==> src/rtl/sram_ctl_pkg.sv <==
package sram_ctl_pkg;

  typedef enum logic [2:0] {
    ST_IDLE,
    ST_READ,
    ST_TURN,
    ST_WSU,
    ST_WPW,
    ST_WHOLD
  } ctl_state_e;

  // Read access time (address and chip-select access are equal per grade)
  function automatic int grade_access_ns(input int grade);
    case (grade)
      20:      return 20;
      25:      return 25;
      default: return 35;
    endcase
  endfunction

  // Read-enable to valid data
  function automatic int grade_oe_ns(input int grade);
    case (grade)
      20:      return 6;
      25:      return 8;
      default: return 10;
    endcase
  endfunction

  // Time the part may keep driving after it is released
  function automatic int grade_float_ns(input int grade);
    case (grade)
      20:      return 9;
      25:      return 10;
      default: return 12;
    endcase
  endfunction

  function automatic int max2(input int a, input int b);
    return (a > b) ? a : b;
  endfunction

  // Round a time up to whole clocks, never less than one
  function automatic int ns_to_cyc(input int ns, input int clk_ns);
    int c;
    c = (ns + clk_ns - 1) / clk_ns;
    return (c < 1) ? 1 : c;
  endfunction

endpackage

==> src/rtl/sram_ctl_timer.sv <==
module sram_ctl_timer #(
  parameter int CNT_W = 4
) (
  input  logic             clk,
  input  logic             rst_n,
  input  logic             load,
  input  logic [CNT_W-1:0] load_val,
  output logic             zero
);
  logic [CNT_W-1:0] cnt_q;

  always_ff @(posedge clk) begin
    if (!rst_n)            cnt_q <= '0;
    else if (load)         cnt_q <= load_val;
    else if (cnt_q != '0)  cnt_q <= cnt_q - 1'b1;
  end

  assign zero = (cnt_q == '0);
endmodule

==> src/rtl/sram_ctl_seq.sv <==
module sram_ctl_seq
  import sram_ctl_pkg::*;
#(
  parameter int RD_CYC   = 2,
  parameter int TURN_CYC = 1,
  parameter int SU_CYC   = 1,
  parameter int PW_CYC   = 2,
  parameter int CNT_W    = 4
) (
  input  logic             clk,
  input  logic             rst_n,
  input  logic             req,
  input  logic             req_wr,
  input  logic             tmr_zero,
  output logic             tmr_load,
  output logic [CNT_W-1:0] tmr_val,
  output logic             accept,
  output logic             capture,
  output logic             ce_n,
  output logic             oe_n,
  output logic             we_n,
  output logic             dq_oe,
  output logic             ack
);
  ctl_state_e st_q, st_nx;
  logic       last_rd_q;
  logic       done;

  always_comb begin
    st_nx    = st_q;
    tmr_load = 1'b0;
    tmr_val  = '0;
    accept   = 1'b0;
    capture  = 1'b0;
    done     = 1'b0;
    case (st_q)
      ST_IDLE: if (req) begin
        accept   = 1'b1;
        tmr_load = 1'b1;
        if (!req_wr) begin
          st_nx   = ST_READ;
          tmr_val = CNT_W'(RD_CYC - 1);
        end else if (last_rd_q) begin
          st_nx   = ST_TURN;
          tmr_val = CNT_W'(TURN_CYC - 1);
        end else begin
          st_nx   = ST_WSU;
          tmr_val = CNT_W'(SU_CYC - 1);
        end
      end
      ST_READ: if (tmr_zero) begin
        capture = 1'b1;
        done    = 1'b1;
        st_nx   = ST_IDLE;
      end
      ST_TURN: if (tmr_zero) begin
        tmr_load = 1'b1;
        tmr_val  = CNT_W'(SU_CYC - 1);
        st_nx    = ST_WSU;
      end
      ST_WSU: if (tmr_zero) begin
        tmr_load = 1'b1;
        tmr_val  = CNT_W'(PW_CYC - 1);
        st_nx    = ST_WPW;
      end
      ST_WPW: if (tmr_zero) st_nx = ST_WHOLD;
      ST_WHOLD: begin
        done  = 1'b1;
        st_nx = ST_IDLE;
      end
      default: st_nx = ST_IDLE;
    endcase
  end

  // Pins are registered and decoded from the next state
  always_ff @(posedge clk) begin
    if (!rst_n) begin
      st_q      <= ST_IDLE;
      last_rd_q <= 1'b0;
      ce_n      <= 1'b1;
      oe_n      <= 1'b1;
      we_n      <= 1'b1;
      dq_oe     <= 1'b0;
      ack       <= 1'b0;
    end else begin
      st_q  <= st_nx;
      if (accept) last_rd_q <= !req_wr;
      ce_n  <= !(st_nx inside {ST_READ, ST_WSU, ST_WPW, ST_WHOLD});
      oe_n  <= (st_nx != ST_READ);
      we_n  <= (st_nx != ST_WPW);
      dq_oe <= (st_nx inside {ST_WSU, ST_WPW, ST_WHOLD});
      ack   <= done;
    end
  end
endmodule

==> src/rtl/sram_ctl.sv <==
module sram_ctl
  import sram_ctl_pkg::*;
#(
  parameter int ADDR_W      = 20,
  parameter int DATA_W      = 4,
  parameter int CLK_NS      = 10,
  parameter int GRADE_NS    = 20,
  parameter int WR_SETUP_NS = 10,
  parameter int WR_PULSE_NS = 20
) (
  input  logic              clk,
  input  logic              rst_n,
  input  logic              req,
  input  logic              req_wr,
  input  logic [ADDR_W-1:0] req_addr,
  input  logic [DATA_W-1:0] req_wdata,
  output logic              ack,
  output logic [DATA_W-1:0] rdata,
  output logic              mem_ce_n,
  output logic              mem_oe_n,
  output logic              mem_we_n,
  output logic [ADDR_W-1:0] mem_addr,
  output logic [DATA_W-1:0] mem_dq_out,
  output logic              mem_dq_oe,
  input  logic [DATA_W-1:0] mem_dq_in
);
  localparam int RD_CYC   = ns_to_cyc(max2(grade_access_ns(GRADE_NS), grade_oe_ns(GRADE_NS)), CLK_NS);
  localparam int TURN_CYC = ns_to_cyc(grade_float_ns(GRADE_NS), CLK_NS);
  localparam int SU_CYC   = ns_to_cyc(WR_SETUP_NS, CLK_NS);
  localparam int PW_CYC   = ns_to_cyc(WR_PULSE_NS, CLK_NS);
  localparam int MAX_CYC  = max2(max2(RD_CYC, TURN_CYC), max2(SU_CYC, PW_CYC));
  localparam int CNT_W    = $clog2(MAX_CYC + 1);

  // Named internal events, used by the bound checker
  logic             accept;
  logic             capture;
  logic             tmr_load;
  logic             tmr_zero;
  logic [CNT_W-1:0] tmr_val;

  logic [ADDR_W-1:0] addr_q;
  logic [DATA_W-1:0] wdata_q;
  logic [DATA_W-1:0] rdata_q;

  sram_ctl_timer #(.CNT_W(CNT_W)) tmr_i (
    .clk      (clk),
    .rst_n    (rst_n),
    .load     (tmr_load),
    .load_val (tmr_val),
    .zero     (tmr_zero)
  );

  sram_ctl_seq #(
    .RD_CYC   (RD_CYC),
    .TURN_CYC (TURN_CYC),
    .SU_CYC   (SU_CYC),
    .PW_CYC   (PW_CYC),
    .CNT_W    (CNT_W)
  ) seq_i (
    .clk      (clk),
    .rst_n    (rst_n),
    .req      (req),
    .req_wr   (req_wr),
    .tmr_zero (tmr_zero),
    .tmr_load (tmr_load),
    .tmr_val  (tmr_val),
    .accept   (accept),
    .capture  (capture),
    .ce_n     (mem_ce_n),
    .oe_n     (mem_oe_n),
    .we_n     (mem_we_n),
    .dq_oe    (mem_dq_oe),
    .ack      (ack)
  );

  always_ff @(posedge clk) begin
    if (!rst_n) begin
      addr_q  <= '0;
      wdata_q <= '0;
      rdata_q <= '0;
    end else begin
      if (accept) begin
        addr_q  <= req_addr;
        wdata_q <= req_wdata;
      end
      if (capture) rdata_q <= mem_dq_in;
    end
  end

  assign mem_addr   = addr_q;
  assign mem_dq_out = wdata_q;
  assign rdata      = rdata_q;
endmodule

==> config.mk <==
export PLATFORM = sky130hd
export DESIGN_NAME = sram_ctl
export DESIGN_NICKNAME = d
export VERILOG_FILES = /design/src/rtl/sram_ctl_pkg.sv /design/src/rtl/sram_ctl_timer.sv /design/src/rtl/sram_ctl_seq.sv /design/src/rtl/sram_ctl.sv
export SDC_FILE = /design/constraint.sdc
export NUM_CORES = 1
export LEC_CHECK = 0
export ABC_AREA = 1
export BUFFER_PORTS_ARGS = -buffer_cell sky130_fd_sc_hd__buf_2
export CORE_MARGIN = 2
export CORE_UTILIZATION = 41
export CTS_CLUSTER_SIZE = 16
export DETAILED_ROUTE_END_ITERATION = 16
export PLACE_DENSITY = 0.8
export SYNTH_ARGS = -nofsm -noshare
export SYNTH_HDL_FRONTEND = slang
export SYNTH_SLANG_ARGS = --single-unit
==> constraint.sdc <==
create_clock -name clk -period 1.2 [get_ports clk]
set_input_delay 0 -clock clk [delete_from_list [all_inputs] [get_ports clk]]
set_output_delay 0 -clock clk [all_outputs]
set_load 0.01 [all_outputs]
# After elaboration in Yosys (flattened, before gate mapping)
# Index checks and enable logic that the tools add are counted.
# word_totals
ff_bits	39
latchBits	0
ram_bits	0
romBits	0
in_bits	32
elab_cells	52
memories	0
# classes
n_addsub	1
mul	0
div	0
n_lt_le_gt_ge	0
eq_ne	11
shift	0
muxes	20
bitwise	0
reduce_logical	9
# ops
cell	count
two-way mux 3 bit	6
one-hot mux 3 bit (5 select lines)	1
equality test 3 bit, second input constant	4
equality test 3 x 2 -> 1 bit, second input constant	3
two-way mux 1 bit	7
equality test 3 x 1 -> 1 bit, second input constant	2
two-way mux 2 bit	3
one-hot mux 1 bit (2 select lines)	2
one-hot mux 2 bit (2 select lines)	1
nonzero test 2 bit	2
nonzero test 4 bit	1
zero test 3 bit	1
!= test 3 x 1 -> 1 bit, second input constant	1
!= test 3 bit, second input constant	1
nonzero test 3 bit	1
zero test 1 bit	2
zero test 2 bit	1
OR reduction 2 bit	1
subtractor 2 x 1 -> 2 bit, second input constant	1

# Depth between registers and ports, before layout
# logic_depth
depth_word	7
depth_mapped	9

# Cells and area by module
# A second synthesis with hierarchy kept.
# hier_totals
cells_unflattened	250
area_unflattened_um2	1669.1
# by_module_without_submodules
module	n_inst	cells_each	area_each_um2	seq_area_each_um2
sram_ctl	1	177	1147.4	560.5
sram_ctl_seq	1	57	411.6	180.2
sram_ctl_timer	1	16	110.1	40.0

# Least setup slack after synthesis
# Ideal clock, no wire load.
# synth_path
kind	reg2reg
from	reg tmr_i.cnt_q[0]
to	reg seq_i.oe_n
setup_time_ps	118
t_arrival_ps	1143
required_time_ps	1082
path_slack_ps	-61
stages_incl_launch_ff	9
path_buffers	0
path_cell_list	dfxtp_1 -> inv_1 -> ha_1 -> nand2_1 -> nor2_1 -> a21oi_2 -> inv_1 -> nor2_1 -> nand2_1
# synth_between
elab_chain_cells	4
elab_cells_between_ends	7
cone_classes	eq/ne: 1; mux: 5; reduce/logical: 1
# synth_lines
item	line_no	source
from (decl)	sram_ctl_timer.sv:10	logic [CNT_W-1:0] cnt_q;
from (signal assigned)	sram_ctl_timer.sv:14	else if (load) cnt_q <= load_val;
from (signal assigned)	sram_ctl_timer.sv:15	else if (cnt_q != '0) cnt_q <= cnt_q - 1'b1;
zero test 2 bit *	sram_ctl_timer.sv:18	assign zero = (cnt_q == '0);
two-way mux 3 bit (on tied branches)	-	
one-hot mux 3 bit (5 select lines) *	sram_ctl_seq.sv:36	case (st_q)
!= test 3 x 1 -> 1 bit *	sram_ctl_seq.sv:89	oe_n <= (st_nx != ST_READ);
to (signal assigned)	sram_ctl_seq.sv:89	
to (decl)	sram_ctl_seq.sv:20	output logic oe_n,
# Every way passes the cells marked *; elsewhere a longest branch is shown, timed or not.
# A chain may end at the register's enable or synchronous reset.

# Worst setup path in the final report
# layout_path
from	reg seq_i.st_q[0]
to	reg seq_i.oe_n
# layout_between
elab_chain_cells	3
elab_cells_between_ends	12
cone_classes	eq/ne: 5; mux: 6; reduce/logical: 1
# layout_lines
item	line_no	source
from (decl)	sram_ctl_seq.sv:25	ctl_state_e st_q, st_nx;
from (signal assigned)	sram_ctl_seq.sv:86	st_q <= st_nx;
equality test 3 bit (tied with other cells)	sram_ctl_seq.sv:36	
one-hot mux 3 bit (5 select lines) *	sram_ctl_seq.sv:36	
!= test 3 x 1 -> 1 bit *	sram_ctl_seq.sv:89	
# Marks and branches as above.

==> impl_metrics.ini <==
[run_status]
status = finished, final reports clean

[cts]
cts-root-buf = clkbuf_4
clock_latency_ps = 360
cts_buffer_depth = 2
clock_sinks = 39
cts_made_buffers = 5
cts_tree = yes
htree_levels = 2
path_clk_slew_ps = 120

[timing]
fin_crit_sh = 0.993
finalHoldViolations = 0
finalMaxSlewViolations = 0
skew_ps = 11.8
fmax_mhz = 839
final-setup-viol-count = 0
rsz0062_at_grt = true
fin_crit_ps = 1190
tightest_slew_ps = 306
hold_ws_ps = 24.7
slew_headroom = 0.796

[power]
cellPowerDensity_nw_per_um2 = 1870
sw_frac_of_total = 0.381
seq_power_share = 0.388
p_leak_nw = 1.20
cellInternalPower_w = 0.00287
power_frac_comb = 0.469
peakVddDrop_v = 0.00121
power.total_w = 0.00464
clock_power_share = 0.144
switchingPower_w = 0.00177

[global_routing]
antenna_found_initial = 0
grt_overflow = 0
first_global_vias = 1554
grt_pass1_wl_um = 6790
grt_max_degree = 20
grtUsageTotal = 0.216

[logic_synthesis]
ys_ff_latch = 39
yosysTopAreaCellShare = 0.526
syn_inst = 188
netlist_area_um2 = 1480
syn-num-nets = 221
syn_avg_cell_area_um2 = 7.89
synth_warnings = 0
ys_seq_area_frac = 0.526
netlist_top_cells_area = dfxtp_1, nor2_1, o21ai_0, o21ai_1, nand2_1
synth_top_area_cell = dfxtp_1
synth-xor-area-share = 0.00590
synth_simple_gate_area_frac = 0.269
synth_top_family_by_area = simple AND/OR/NAND/NOR gates
synth_compound_area_frac = 0.127
synth_fa_ha_area_frac = 0.00843
synthMuxAreaShare = 0
yosys.cell_types.count = 20

[finish]
areaGrowthSynthToFinish_pct = 67.1
final_area_um2 = 2480
n_antenna_cell = 0
utilization = 0.726
final_nets = 330
fillers = 257
final_cell_mix = buf_2, nor2_1, dfxtp_1
drive_gt1_frac = 0.443
layout_commonest_cell = buf_2

[route]
totalWireLength_um = 4340
via_per_inst = 4.73
ant_nets = 0
vias = 1626
drt-initial-drc-count = 64
first_pass_iters = 4
wl_per_cell_um = 12.6
remaining_drc_errors = 0

[flow_run]
maxCapViolations = 0

[die]
die_w_um = 64.2
dieArea_um2 = 4120
die_h_um = 64.2
core_um2 = 3420
rows = 21
start_util = 0.434
pin_count = 65

[worst_setup_path]
crit_arrival_ps = 1450
crit_path_start_kind = register
cp-end-kind = register
critPathRequiredTime_ps = 1460
crit_type = reg -> reg
cp_max_fo = 3

[placement]
routabilityCongestion = 0.897
detailed_place_hpwl_um = 2380
port_buffers = 64
placed_cell_area_um2 = 1930

[min_path]
hold_class = in -> reg
-- worst paths after layout --
kind / start / endpoint / slack [ps] / depth (start not counted)
worst max-delay path: seq_i.st_q[0]$_SDFF_PN0_ / seq_i.oe_n$_SDFF_PN1_ / 9 / 7
worst max register to register: seq_i.st_q[0]$_SDFF_PN0_ / seq_i.oe_n$_SDFF_PN1_ / 9 / 7
worst min-delay path: rst_n / mem_addr[16]$_SDFFE_PN0P_ / 20 / 3
worst min register to register: seq_i.last_rd_q$_SDFFE_PN0P_ / seq_i.last_rd_q$_SDFFE_PN0P_ / 490 / 2
-- layer usage --
metal	global-route usage	routed length [µm]
met5	0	0
met4	0.120	138
met3	0.0669	232
met2	0.359	2200
met1	0.244	1760
-- cells by family after synthesis --
family	after synthesis
xor gates and xnor gates	1
buffers and inverters	18
DFF	39
adders and majority gates	1
AOI/OAI and AO/OA	37
and+or+nand+nor	92
-- repair_timing --
action / in CTS / in global routing
hold endpoints to repair: 29 / 0
pin swaps: 7 / 2
resized for setup: 14 / 32
buffers inserted: 2 / 2
hold buffers: 29 / 0
cloned: 0 / 1
endpoints found under the setup margin: 8 / 30
-- area by class of cell --
cell class / count / area (µm²) / area share
timing repair buffer: 109 / 793 / 0.320
sequential: 39 / 791 / 0.319
multi-input combinational: 131 / 742 / 0.299
tap: 46 / 57.6 / 0.0232
inverter: 11 / 43.8 / 0.0177
clock buffer: 5 / 37.5 / 0.0151
clock inverter: 3 / 15.0 / 0.00605
-- metrics by stage --
step	worst slack (ps)	TNS (ps)	std cells
5_1_grt	-112	-983	344
2_1_floorplan	5.28	0	188
4_1_cts	7.62	0	341
6_report	8.53	0	344
3_3_place_gp	20.8	0	302
3_5_place_dp	-53.2	-161	302
-- worst max-delay path: stages, from the launching register on --
cell and delay, ps:
dfxtp_4 380, nor2_4 140, buf_4 150, nor2_1 50, nor2_2 90, nand3_2 100, nor2_2 130, nand2_1 50
-- state kept, by name, summed over array words and instances (netlist names) --
signal	cells
mem_addr	20
mem_dq_out	4
rdata	4
seq_i.ack	1
seq_i.ce_n	1
seq_i.dq_oe	1
seq_i.last_rd_q	1
seq_i.oe_n	1
seq_i.st_q	3
seq_i.we_n	1
tmr_i.cnt_q	2
-- Yosys cell counts --
library cell and number:
nor2_1 65, dfxtp_1 39, o21ai_0 19, nand2_1 16
o21ai_1 13, inv_1 7, nand3_1 5, a21oi_1 4
inv_2 4, buf_6 3, clkbuf_1 3, nand2_4 2
a21oi_2 1, and2_1 1, buf_4 1, ha_1 1
nor2_4 1, nor2_8 1, nor3_2 1, xor2_1 1
-- power by group through the flow --
| stage | clock network (W) | registers [W] | logic [W] |
|---|---|---|---|
| floorplan | 0 | 0.00193 | 0.000870 |
| global placement | 0 | 0.00181 | 0.00163 |
| detailed placement | 0 | 0.00180 | 0.00166 |
| CTS | 0.000672 | 0.00179 | 0.00189 |
| global route | 0.000733 | 0.00184 | 0.00239 |
| finish | 0.000667 | 0.00180 | 0.00217 |
Power figures use the tool's default switching activity.
